### config.mk
export PLATFORM = sky130hd
export DESIGN_NAME = cmdbuf_seq
export DESIGN_NICKNAME = d
export VERILOG_FILES = /design/src/rtl/cmdbuf_pkg.sv /design/src/rtl/cbs_addr_widen.sv /design/src/rtl/cbs_cmd_decode.sv /design/src/rtl/cbs_seq_ctrl.sv /design/src/rtl/cmdbuf_seq.sv
export SDC_FILE = /design/constraint.sdc
export NUM_CORES = 1
export LEC_CHECK = 0
export ABC_CLOCK_PERIOD_IN_PS = 6850
export BUFFER_PORTS_ARGS = -buffer_cell sky130_fd_sc_hd__buf_2
export CELL_PAD_IN_SITES_DETAIL_PLACEMENT = 1
export CELL_PAD_IN_SITES_GLOBAL_PLACEMENT = 2
export CORE_MARGIN = 5
export CORE_UTILIZATION = 33
export CTS_CLUSTER_DIAMETER = 50
export DETAILED_ROUTE_END_ITERATION = 8
export GPL_ROUTABILITY_DRIVEN = 0
export PLACE_DENSITY = 0.95
export SLEW_MARGIN = 10
export SYNTH_ARGS = -nofsm -noshare
export SYNTH_HDL_FRONTEND = slang
export SYNTH_SLANG_ARGS = --single-unit
### constraint.sdc
create_clock -name clk -period 6.85 [get_ports clk]
set_input_delay 0.3425 -clock clk [delete_from_list [all_inputs] [get_ports clk]]
set_output_delay 0.3425 -clock clk [all_outputs]
set_load 0.03 [all_outputs]
### src/rtl/cmdbuf_pkg.sv
package cmdbuf_pkg;
  localparam int unsigned CMD_W       = 64;
  localparam int unsigned REG_W       = 32;
  localparam int unsigned CMD_BYTES   = 8;
  localparam logic [31:0] HI_JUMP_ABS = 32'h1000_0001;
  localparam logic [31:0] HI_JUMP_REL = 32'h1000_0000;
  localparam logic [7:0]  OPC_JUMP    = 8'h10;

  typedef enum logic [1:0] {
    K_STEP = 2'd0,
    K_JABS = 2'd1,
    K_JREL = 2'd2,
    K_BAD  = 2'd3
  } cmd_kind_t;

  typedef enum logic [1:0] {
    S_IDLE = 2'd0,
    S_RUN  = 2'd1,
    S_WAIT = 2'd2,
    S_SUSP = 2'd3
  } seq_state_t;
endpackage

### src/rtl/cbs_addr_widen.sv
module cbs_addr_widen #(
  parameter int unsigned SHIFT = 3,
  localparam int unsigned REG_W = cmdbuf_pkg::REG_W,
  localparam int unsigned ADDR_W = REG_W + SHIFT
) (
  input  logic [REG_W-1:0]  stored,
  output logic [ADDR_W-1:0] full
);
  generate
    if (SHIFT == 0) begin : g_flat
      assign full = stored;
    end else begin : g_shift
      assign full = {stored, {SHIFT{1'b0}}};
    end
  endgenerate
endmodule

### src/rtl/cbs_cmd_decode.sv
module cbs_cmd_decode
  import cmdbuf_pkg::*;
#(
  parameter logic [7:0] OP_LIMIT = 8'h80
) (
  input  logic [CMD_W-1:0] cmd,
  output cmd_kind_t        kind,
  output logic [REG_W-1:0] arg
);
  logic [31:0] hi;
  logic [7:0]  opc;

  assign hi  = cmd[63:32];
  assign opc = cmd[63:56];
  assign arg = cmd[31:0];

  always_comb begin
    if (hi == HI_JUMP_ABS)        kind = K_JABS;
    else if (hi == HI_JUMP_REL)   kind = K_JREL;
    else if (opc == OPC_JUMP)     kind = K_BAD;
    else if (opc >= OP_LIMIT)     kind = K_BAD;
    else                          kind = K_STEP;
  end
endmodule

### src/rtl/cbs_seq_ctrl.sv
module cbs_seq_ctrl
  import cmdbuf_pkg::*;
#(
  parameter int unsigned SHIFT = 3,
  parameter int unsigned CNT_W = 16,
  localparam int unsigned ADDR_W = REG_W + SHIFT
) (
  input  logic              clk,
  input  logic              rst,
  input  logic              go,
  input  logic              load_cur,
  input  logic              load_end,
  input  logic [ADDR_W-1:0] cur_full,
  input  logic [ADDR_W-1:0] end_full,
  input  logic [ADDR_W-1:0] jmp_full,
  input  logic              susp_req,
  input  logic              mem_rvalid,
  input  cmd_kind_t         kind,
  input  logic [REG_W-1:0]  arg,
  output logic              mem_req,
  output logic [ADDR_W-1:0] mem_addr,
  output logic [ADDR_W-1:0] pc_full,
  output logic              busy,
  output logic              done,
  output logic              err,
  output logic              susp_ack,
  output logic [CNT_W-1:0]  cmd_count
);
  seq_state_t        state_q;
  logic [ADDR_W-1:0] end_q;
  logic [ADDR_W-1:0] rel_off;
  logic              load_ok;

  assign rel_off = ADDR_W'($signed(arg));
  assign load_ok = (state_q == S_IDLE) || (state_q == S_SUSP);

  always_ff @(posedge clk) begin
    if (rst) begin
      state_q   <= S_IDLE;
      pc_full   <= '0;
      end_q     <= '0;
      mem_req   <= 1'b0;
      mem_addr  <= '0;
      busy      <= 1'b0;
      done      <= 1'b0;
      err       <= 1'b0;
      susp_ack  <= 1'b0;
      cmd_count <= '0;
    end else begin
      if (load_ok && load_cur) pc_full <= cur_full;
      if (load_ok && load_end) end_q   <= end_full;
      unique case (state_q)
        S_IDLE: begin
          if (go) begin
            state_q   <= S_RUN;
            busy      <= 1'b1;
            done      <= 1'b0;
            err       <= 1'b0;
            cmd_count <= '0;
          end
        end
        S_RUN: begin
          if (pc_full == end_q) begin
            done    <= 1'b1;
            busy    <= 1'b0;
            state_q <= S_IDLE;
          end else if (susp_req) begin
            susp_ack <= 1'b1;
            state_q  <= S_SUSP;
          end else begin
            mem_req  <= 1'b1;
            mem_addr <= pc_full;
            state_q  <= S_WAIT;
          end
        end
        S_WAIT: begin
          if (mem_rvalid) begin
            mem_req <= 1'b0;
            state_q <= S_RUN;
            unique case (kind)
              K_STEP: begin
                pc_full   <= pc_full + ADDR_W'(CMD_BYTES);
                cmd_count <= cmd_count + 1'b1;
              end
              K_JABS: pc_full <= jmp_full;
              K_JREL: pc_full <= pc_full + rel_off;
              K_BAD: begin
                err     <= 1'b1;
                busy    <= 1'b0;
                state_q <= S_IDLE;
              end
            endcase
          end
        end
        S_SUSP: begin
          if (!susp_req) begin
            susp_ack <= 1'b0;
            state_q  <= S_RUN;
          end
        end
      endcase
    end
  end


  req_hold_chk: assert property (@(posedge clk) disable iff (rst)
    (mem_req && !mem_rvalid) |=> (mem_req && $stable(mem_addr)));


  ack_quiet_bus_chk: assert property (@(posedge clk) disable iff (rst)
    susp_ack |-> !mem_req);


  susp_hold_pc_chk: assert property (@(posedge clk) disable iff (rst)
    (susp_ack && $past(susp_ack) && !$past(load_cur)) |-> $stable(pc_full));


  done_at_end_chk: assert property (@(posedge clk) disable iff (rst)
    $rose(done) |-> (pc_full == end_q && !busy));


  err_pc_hold_chk: assert property (@(posedge clk) disable iff (rst)
    $rose(err) |-> ($stable(pc_full) && $stable(cmd_count)));


  flags_excl_chk: assert property (@(posedge clk) disable iff (rst)
    !(done && err));


  count_step_chk: assert property (@(posedge clk) disable iff (rst)
    busy |=> (cmd_count == $past(cmd_count) || cmd_count == $past(cmd_count) + 1'b1));
endmodule

### src/rtl/cmdbuf_seq.sv
module cmdbuf_seq
  import cmdbuf_pkg::*;
#(
  parameter int unsigned SHIFT    = 3,
  parameter int unsigned CNT_W    = 16,
  parameter logic [7:0]  OP_LIMIT = 8'h80
) (
  input  logic                   clk,
  input  logic                   rst,
  input  logic                   go,
  input  logic                   load_cur,
  input  logic                   load_end,
  input  logic [31:0]            cur_addr_in,
  input  logic [31:0]            end_addr_in,
  input  logic                   susp_req,
  output logic                   susp_ack,
  output logic                   mem_req,
  output logic [32+SHIFT-1:0]    mem_addr,
  input  logic                   mem_rvalid,
  input  logic [63:0]            mem_rdata,
  output logic [31:0]            pc_out,
  output logic                   busy,
  output logic                   done,
  output logic                   err,
  output logic [CNT_W-1:0]       cmd_count
);
  localparam int unsigned ADDR_W = REG_W + SHIFT;
  localparam int unsigned N_WIDE = 3;

  cmd_kind_t         kind;
  logic [REG_W-1:0]  arg;
  logic [REG_W-1:0]  stored_in [N_WIDE];
  logic [ADDR_W-1:0] full_out  [N_WIDE];
  logic [ADDR_W-1:0] pc_full;

  assign stored_in[0] = cur_addr_in;
  assign stored_in[1] = end_addr_in;
  assign stored_in[2] = arg;

  generate
    for (genvar i = 0; i < N_WIDE; i++) begin : g_widen
      cbs_addr_widen #(.SHIFT(SHIFT)) u_widen (
        .stored (stored_in[i]),
        .full   (full_out[i])
      );
    end
  endgenerate

  cbs_cmd_decode #(.OP_LIMIT(OP_LIMIT)) u_decode (
    .cmd  (mem_rdata),
    .kind (kind),
    .arg  (arg)
  );

  cbs_seq_ctrl #(.SHIFT(SHIFT), .CNT_W(CNT_W)) u_ctrl (
    .clk        (clk),
    .rst        (rst),
    .go         (go),
    .load_cur   (load_cur),
    .load_end   (load_end),
    .cur_full   (full_out[0]),
    .end_full   (full_out[1]),
    .jmp_full   (full_out[2]),
    .susp_req   (susp_req),
    .mem_rvalid (mem_rvalid),
    .kind       (kind),
    .arg        (arg),
    .mem_req    (mem_req),
    .mem_addr   (mem_addr),
    .pc_full    (pc_full),
    .busy       (busy),
    .done       (done),
    .err        (err),
    .susp_ack   (susp_ack),
    .cmd_count  (cmd_count)
  );

  assign pc_out = pc_full[ADDR_W-1:SHIFT];
endmodule

After elaboration in Yosys (flattened, before gate mapping)
Cells that the tools add are included.

Add/subtract/negate cells: 3. $lt $le $gt $ge: 1. Equal/unequal tests: 19. Mux-type cells: 38. Bitwise operators: 2. Reduce and logical (&&, ||, !) cells: 18.

Operators by type and width (count): $mux W35 (3); $pmux W35 S3 (1); $eq A32 B29 Y1 const B (2); $mux W16 (3); $add A35 B35 Y35 (1); $add A35 B4 Y35 const B (1); $eq A35 B35 Y1 (1); $pmux W16 S2 (1); $add A16 B1 Y16 const B (1); $mux W1 (16); $mux W2 (8); $reduce_and A4 Y1 (4); $ne A2 B2 Y1 const B (7); $reduce_and A3 Y1 (3); $eq A2 B2 Y1 const B (4); $eq A8 B5 Y1 const B (1); $ge A8 B8 Y1 const B (1); $pmux W1 S2 (4); $pmux W2 S4 (1); $reduce_bool A2 Y1 (4); $reduce_and A5 Y1 (1); $eq A2 B1 Y1 const B (2); $logic_not A2 Y1 (2); $ne A2 B1 Y1 const B (2); other kinds (5) (7).

Register bits after elaboration: 125. Output and inout bits: 88.

Depth between registers and ports, before layout
Gate-level depths: netlist of run 1.

Word-level depth: 9. Mapped depth: 11. Gate-level depth less buffers: 10.

Hierarchy
A second synthesis of run 1 with hierarchy kept.

Cells, all modules: 1248. Area total of the unflattened synthesis: 9753.1 µm².

Modules (own cells, without submodules): cbs_seq_ctrl (instances 1, cells an instance 1092, area each 8605.8 µm², sequential area each 2562.5 µm²); cbs_addr_widen (instances 3, cells an instance 36, area each 266.5 µm², sequential area each 0.0 µm²); cbs_cmd_decode (instances 1, cells an instance 48, area each 347.8 µm², sequential area each 0.0 µm²).

Least setup slack after synthesis of run 1
No wires, ideal clock.

Path kind: in2reg. From: in mem_rdata[0]. To: reg u_ctrl.pc_full[22]. Library setup time: 0.091 ns. Arrival time: 2.493 ns. Setup slack: 4.267 ns. Stages: 10. Cell sequence: ha_1 > fa_1 > a21o_1 > a221o_1 > a21oi_1 > o211ai_1 > a41oi_1 > xnor2_1 > a21oi_1 > a311oi_1.

Word-level cells in the longest chain between the ends: 4.

RTL lines: start, declared (RTL line cmdbuf_seq.sv:20) `input logic [63:0] mem_rdata,`; $add A35 B35 Y35 (RTL line cbs_seq_ctrl.sv:86) `K_JREL: pc_full <= pc_full + rel_off;`; $pmux W35 S3 (RTL line cbs_seq_ctrl.sv:80) `unique case (kind)`; $mux W35 (RTL line cbs_seq_ctrl.sv:77) `if (mem_rvalid) begin`; $mux W35 (RTL line cbs_seq_ctrl.sv:52) `unique case (state_q)`; end signal, assigned (RTL line cbs_seq_ctrl.sv:82) `pc_full <= pc_full + ADDR_W'(CMD_BYTES);`; end signal, assigned (RTL line cbs_seq_ctrl.sv:85) `K_JABS: pc_full <= jmp_full;`; end signal, assigned (RTL line cbs_seq_ctrl.sv:86); end, declared (RTL line cbs_seq_ctrl.sv:22) `output logic [ADDR_W-1:0] pc_full,`.

Every way passes these cells. A chain may end at the register's enable or synchronous reset.

Worst setup path after layout of run 1
From: reg u_ctrl.state_q[0]. To: reg u_ctrl.cmd_count[11].

Word-level cells in the longest chain between the ends: 3. Elaborated cells between the ends (all ways): 8. Classes of those cells: eq/ne (4); mux (1); reduce/logical (3).

RTL lines: start, declared (RTL line cbs_seq_ctrl.sv:29) `seq_state_t state_q;`; start signal, assigned (RTL line cbs_seq_ctrl.sv:39) `state_q <= S_IDLE;`; start signal, assigned (RTL line cbs_seq_ctrl.sv:55) `state_q <= S_RUN;`; start signal, assigned (RTL line cbs_seq_ctrl.sv:66) `state_q <= S_IDLE;`; $eq A2 B2 Y1 or $logic_not A2 Y1 (tied branches) (RTL line cbs_seq_ctrl.sv:52); $ne A2 B2 Y1 (no source line) or $reduce_bool A2 Y1 (tied branches); $reduce_and A4 Y1 (no source line); end signal, assigned (RTL line cbs_seq_ctrl.sv:83) `cmd_count <= cmd_count + 1'b1;`; end, declared (RTL line cbs_seq_ctrl.sv:27) `output logic [CNT_W-1:0] cmd_count`.

Several ways; a longest one is shown, not always the timed one.

==> qor.csv, run 1 <==
metric,value,unit
p_leak,4.59,nW
clock_sinks,125,
die_h,173,um
post_cts_resized,0,
setup_viol,0,
synth_edf_count,0,
grt_max_degree,85,
ys_async_sr_fraction,0,
postRouteAntennaNets,0,
port_buffers,222,
fin_nets,1447,
synth_most_common_cell,nand2_1,
postCtsSetupBuffers,0,
synth_seq_cells,125,
cp-endpoint,u_ctrl.cmd_count[11],
die_x,173,um
core,26200,um^2
synth_nets,1301,
syn_inst,1125,
finalWorstSetupSlack,3.73,ns
nFillCells,3242,
clkLatencyLatePin,0.43,ns
yosysTopAreaCell,dfxtp_1,
grt_pass1_vias,9377,
period_needed,3.12,ns
synth_warnings,0,
grt_pass1_wl,52900,um
path_max_fanout,11,
drv_cap,0,
hpwl,25300,um
drt_iter0_drc,560,
tightest_slew,1.11,ns
finalCritPeriodShare,0.455,
worstSetupStartpointType,flop,
finClkSkew,0.0179,ns
grt-ovfl-total,0,
path_class,flop to flop,
hold_buffers,0,
rsz0062_at_grt,no,
power,2.49,mW
clk_pin_slew,0.07,ns
relSlewSlack,0.258,
die_area,30100,um^2
finalInstanceArea,10400,um^2
finalSetupTns,0,ns
crit_required,7.15,ns
startpoint,u_ctrl.state_q[0],
synth_cell_types,78,
worst_r2r_endpoint,u_ctrl.cmd_count[11],
antenna_found_initial,0,
dpl_worst_slack,3.63,ns
n_antenna_cell,0,
finalHoldViolations,0,
cts.htree.levels,4,
ir_worst_vdd,0.152,mV
io_pins,223,
drc_errors,0,
synthTopCellsByCount,"nand2_1 (177), dfxtp_1 (125), a21oi_1 (102), nor2_1 (93), xor2_1 (60)",
timing.fmax,321,MHz
root_buffer,clkbuf_16,
syn-cell-area,8810,um^2
cts_tree,yes,
vias,8865,
slew_violations,0,
r2r_slack,3.73,ns
first_pass_iters,5,
synth.top_cell.area_share,0.284,
min_path_type,input pin to flop,
start_util,0.336,
cts_buffers,17,
status,"finished, final reports clean",
placed_area,9820,um^2
yosysSeqAreaShare,0.284,
reg2reg_depth,10,
p_per_area,239,nW/um^2
critPathArrivalTime,3.42,ns
area_growth,18.1,%
reg2reg_from,u_ctrl.state_q[0],
drive_gt1_frac,0.231,
drt-total-wl,33900,um
wire_per_inst,21.0,um
yosys-top-cells-area,"dfxtp_1 (28%), nand2_1 (7.5%), xor2_1 (6.0%)",
clock_path_buffers,2,
gr-usage-all-layers,0.219,
end_kind,flop,
synthFlopType,dfxtp_1,
syn_avg_cell_area,7.83,um^2
viasPerCell,5.48,
row_count,59,
-- stage by stage --
stage | hold slack (ns) | utilization | std cells
after floorplan | 0.448 | - | 1125
after global placement | 0.450 | 0.375 | 1587
final | 0.148 | 0.397 | 1619
after CTS | 0.140 | 0.397 | 1619
after detailed placement | 0.461 | 0.375 | 1587
after global routing | 0.141 | 0.397 | 1619
-- final cells by class --
cell class	instances	area [um^2]	share of cell area
Sequential cell	125	2500	0.241
Clock buffer	18	439	0.0422
Timing Repair Buffer	231	1180	0.114
Inverter	21	78.8	0.00758
Multi-Input combinational cell	875	5640	0.542
Clock inverter	14	140	0.0135
Tap cell	335	419	0.0403
-- state kept, by name, indices dropped and copies added (netlist names) --
| register | flops |
|---|---|
| u_ctrl.pc_full | 35 |
| u_ctrl.busy | 1 |
| u_ctrl.mem_req | 1 |
| u_ctrl.mem_addr | 35 |
| u_ctrl.done | 1 |
| u_ctrl.state_q | 2 |
| u_ctrl.cmd_count | 16 |
| u_ctrl.err | 1 |
| u_ctrl.end_q | 32 |
| u_ctrl.susp_ack | 1 |
-- worst min path at each step --
| stage | start | end | slack (ns) | cells after the start |
|---|---|---|---|---|
| after global placement | u_ctrl.err | u_ctrl.err | 0.45 | 2 |
| final | end_addr_in[26] | u_ctrl.end_q[29] | 0.15 | 3 |
| after CTS | end_addr_in[26] | u_ctrl.end_q[29] | 0.14 | 3 |
| after floorplan | u_ctrl.end_q[16] | u_ctrl.end_q[16] | 0.45 | 2 |
| after detailed placement | u_ctrl.end_q[23] | u_ctrl.end_q[23] | 0.46 | 2 |
| after global routing | end_addr_in[26] | u_ctrl.end_q[29] | 0.14 | 3 |
-- worst max-delay path: stages, from the launching register on --
cell      delay (ns)
dfxtp_1         0.34
inv_1           0.09
ha_1            0.40
nand2_1         0.33
a211oi_1        0.60
o21a_2          0.30
nand4_1         0.25
nor2_1          0.34
nand3_1         0.14
xor2_1          0.16
nor2_1          0.05
-- cell usage in the layout (no fill, tap or decap), drive strengths merged, types with 31 or more instances in the layout --
cell,count
a21oi,106
xnor2,39
nor2,93
mux2i,40
xor2,60
nand3,36
ha,40
nand2,178
buf,231
dfxtp,125
o21ai,44
inv,31
-- logic make-up (layout without fill, tap and decap cells) --
kind of cell | after synthesis | after routing | share of synthesized area
multiplexers | 40 | 40 | 0.0455
AO/OA/AOI/OAI | 273 | 273 | 0.201
adder cells (fa/ha/maj) | 41 | 41 | 0.0591
flip-flops | 125 | 125 | 0.284
buffers and inverters | 125 | 284 | 0.0791
XOR/XNOR | 99 | 99 | 0.0984
AND/OR/NAND/NOR | 422 | 422 | 0.232
-- power breakdown --
| part | internal [mW] | leakage, nW | total (mW) | switching (mW) |
|---|---|---|---|---|
| sequential | 0.779 | 1.02 | 0.880 | 0.101 |
| clock | 0.495 | 0.281 | 0.917 | 0.422 |
| combinational | 0.258 | 3.29 | 0.694 | 0.436 |
-- metal layers --
layer  track usage  vias up  share of wire
li1              -     4253              -
met1         0.285     4296           0.45
met2         0.373      275           0.48
met3        0.0349       41          0.051
met4        0.0652        0          0.023
met5             0        -              0
No activity file was read; power rests on OpenSTA's default activity.
==> inputs of run 2 (changes only) <==
--- a/config.mk
+++ b/config.mk
@@ -5,16 +5,16 @@
 export SDC_FILE = /design/constraint.sdc
 export NUM_CORES = 1
 export LEC_CHECK = 0
-export ABC_CLOCK_PERIOD_IN_PS = 6850
+export ABC_CLOCK_PERIOD_IN_PS = 2800
 export BUFFER_PORTS_ARGS = -buffer_cell sky130_fd_sc_hd__buf_2
 export CELL_PAD_IN_SITES_DETAIL_PLACEMENT = 1
 export CELL_PAD_IN_SITES_GLOBAL_PLACEMENT = 2
 export CORE_MARGIN = 5
-export CORE_UTILIZATION = 33
+export CORE_UTILIZATION = 28
 export CTS_CLUSTER_DIAMETER = 50
 export DETAILED_ROUTE_END_ITERATION = 8
 export GPL_ROUTABILITY_DRIVEN = 0
-export PLACE_DENSITY = 0.95
+export PLACE_DENSITY = 0.88
 export SLEW_MARGIN = 10
 export SYNTH_ARGS = -nofsm -noshare
 export SYNTH_HDL_FRONTEND = slang
==> constraint.sdc (replaced) <==
create_clock -name clk -period 2.8 [get_ports clk]
set_input_delay 0.14 -clock clk [delete_from_list [all_inputs] [get_ports clk]]
set_output_delay 0.14 -clock clk [all_outputs]
set_load 0.03 [all_outputs]
==> run 2 against run 1 <==
Net effect:
- global-route usage is 1.7 points lower
- hold slack worse by 0.14 ns
- design area is 9.3% higher
- clock skew is 0.010 ns lower
- maximum frequency is 16% higher
- critical path depth is 1 lower
- sequential share of layout area is 2.0 points lower
- final cell count is 9.9% higher
- critical path type unchanged
- highest routed layer is now met5
==> qor.csv, run 2 (same netlist as run 1, synthesis figures left out) <==
metric,value,unit,change
mostFrequentLayoutCells,"buf_2 (221), nand2_1 (177), dfxtp_1 (125)",,
dpl_worst_slack,-0.0279,ns,-3.66 ns
period_needed,2.68,ns,-0.435 ns
die_area,35100,um^2,+17%
cts_buffers,17,,unchanged
min_path_type,input pin to flop,,
crit_required,3.10,ns,-4.05 ns
end_kind,flop,,
worst_r2r_endpoint,u_ctrl.pc_full[29],,
relSlewSlack,0.367,,+0.108
postRouteAntennaNets,0,,unchanged
r2r_slack,0.12,ns,-3.62 ns
first_pass_iters,5,,unchanged
layout_commonest_cell,buf_2,,
port_buffers,222,,unchanged
drt_iter0_drc,583,,+4.1%
ir_worst_vdd,0.312,mV,+110%
drc_errors,0,,unchanged
fin_nets,1541,,+6.5%
finalSetupTns,0,ns,unchanged
n_antenna_cell,0,,unchanged
row_count,65,,+10%
reg2reg_from,u_ctrl.pc_full[5],,
clk_pin_slew,0.06,ns,about the same
path_class,flop to flop,,
timing.fmax,373,MHz,+16%
cts.htree.levels,4,,unchanged
p_per_area,552,nW/um^2,+130%
grt_pass1_vias,9881,,+5.4%
min_from,cur_addr_in[10],,
grt_pass1_wl,56400,um,+6.5%
nFillCells,3812,,+18%
start_util,0.281,,-0.0548
die_h,187,um,+8.1%
grt_max_degree,67,,-21%
drt-total-wl,36100,um,+6.4%
finalWorstSetupSlack,0.117,ns,-3.62 ns
clock_sinks,125,,unchanged
worstHoldPathCells,3,,unchanged
viasPerCell,5.22,,-4.7%
whs_endpoint,u_ctrl.pc_full[13],,
drv_cap,0,,unchanged
grt_util_met1,0.257,,-0.0282
largestRegisters,"u_ctrl.mem_addr (35), u_ctrl.pc_full (35), u_ctrl.end_q (32)",,
vias,9280,,+4.7%
antenna_found_initial,1,,+1
finClkSkew,0.00792,ns,-0.00998 ns
core,31300,um^2,+19%
met2_usage,0.327,,-0.0468
worstSetupStartpointType,flop,,
clock_path_buffers,2,,unchanged
drive_gt1_frac,0.259,,+0.0280
grt-ovfl-total,0,,unchanged
critPathArrivalTime,2.98,ns,-0.44 ns
slew_violations,0,,unchanged
hpwl,28300,um,+11%
wire_per_inst,20.3,um,-3.2%
finalCritPeriodShare,0.958,,+0.503
area_growth,29.0,%,
p_leak,5.05,nW,+9.9%
rsz0062_at_grt,no,,
io_pins,223,,unchanged
root_buffer,clkbuf_16,,
clkLatencyLatePin,0.43,ns,about the same
path_max_fanout,4,,-7
grt.busiest_layer,met2,,
cts_tree,yes,,
setup_viol,0,,unchanged
tightest_slew,0.948,ns,-0.163 ns
reg2reg_depth,9,,-1
die_x,187,um,+8.1%
gr-usage-all-layers,0.201,,-0.0175
finalHoldViolations,0,,unchanged
met3_usage,0.0543,,+0.0194
status,"finished, final reports clean",,
## run 2: cell types whose count changed in the layout (fill, tap and decap cells not counted), moves of 2 or more
cell and change:
o21ai_2 +2, a41oi_2 +2, clkinv_2 +3, bufinv_16 +2
buf_4 +49, a41oi_1 -2, buf_12 +2, dlygate4sd3_1 +43
clkinvlp_4 +2, inv_6 -2, inv_8 -5
## run 2: final cells by class
type,count,area [um^2],share of cell area
repair buffers,325,2020,0.178
inverters,21,78.8,0.00694
well taps,402,503,0.0443
clock buffers,18,439,0.0386
multi-input cells,875,5680,0.500
flip-flops and latches,125,2500,0.220
clock inverters,13,140,0.0123
## run 2: worst max-delay path by stage
stage               depth (start not counted)                  to               from  slack [ns]
floorplan                                  10  u_ctrl.pc_full[22]  u_ctrl.pc_full[0]        0.25
global placement                           10  u_ctrl.pc_full[34]  u_ctrl.pc_full[0]        0.05
detailed placement                         10  u_ctrl.pc_full[32]  u_ctrl.pc_full[0]       -0.03
CTS                                        10  u_ctrl.pc_full[18]  u_ctrl.pc_full[0]        0.02
global route                                9  u_ctrl.pc_full[29]  u_ctrl.pc_full[3]       0.001
finish                                      9  u_ctrl.pc_full[29]  u_ctrl.pc_full[5]        0.12
## run 2: power by group
part | switching [mW] | internal, mW | leakage [nW]
clock network | 0.893 | 1.33 | 0.275
registers | 0.108 | 1.91 | 1.02
logic | 1.27 | 0.766 | 3.76
total | 2.27 | 4.00 | 5.05
## run 2: metrics by stage
step                      instance area, um^2  std cells  hold WS (ns)  utilization  power (mW)
after floorplan                          8810       1125         0.276            -        3.35
after global placement                  10300       1704         0.386        0.329        3.96
after detailed placement                10300       1704         0.391        0.329        4.00
after CTS                               11300       1777      0.000292        0.361        6.29
after global routing                    11400       1779        0.0209        0.363        6.58
final                                   11400       1779       0.00500        0.363        6.27
## run 2: critical path: stages (launching register included)
cell      delay (ns)
dfxtp_1         0.31
ha_1            0.36
and3_1          0.22
a21boi_2        0.26
nor4bb_2        0.10
o31ai_2         0.43
a21oi_2         0.18
or3_1           0.35
a221oi_1        0.26
o21ai_1         0.10
## run 2: routing by layer
layer	up-vias	wire length, um	share of wire
li1	4445	-	-
met1	4519	16000	0.44
met2	253	16500	0.46
met3	61	2340	0.065
met4	2	1260	0.035
met5	-	13	0.00036
## run 2: timing repair
item | in CTS | in global routing
hold endpoints to repair | 42 | 1
hold buffers | 42 | 1
pin swaps | 0 | 4
resized for setup | 2 | 10
endpoints found under the setup margin | 3 | 16
buffers inserted | 0 | 1
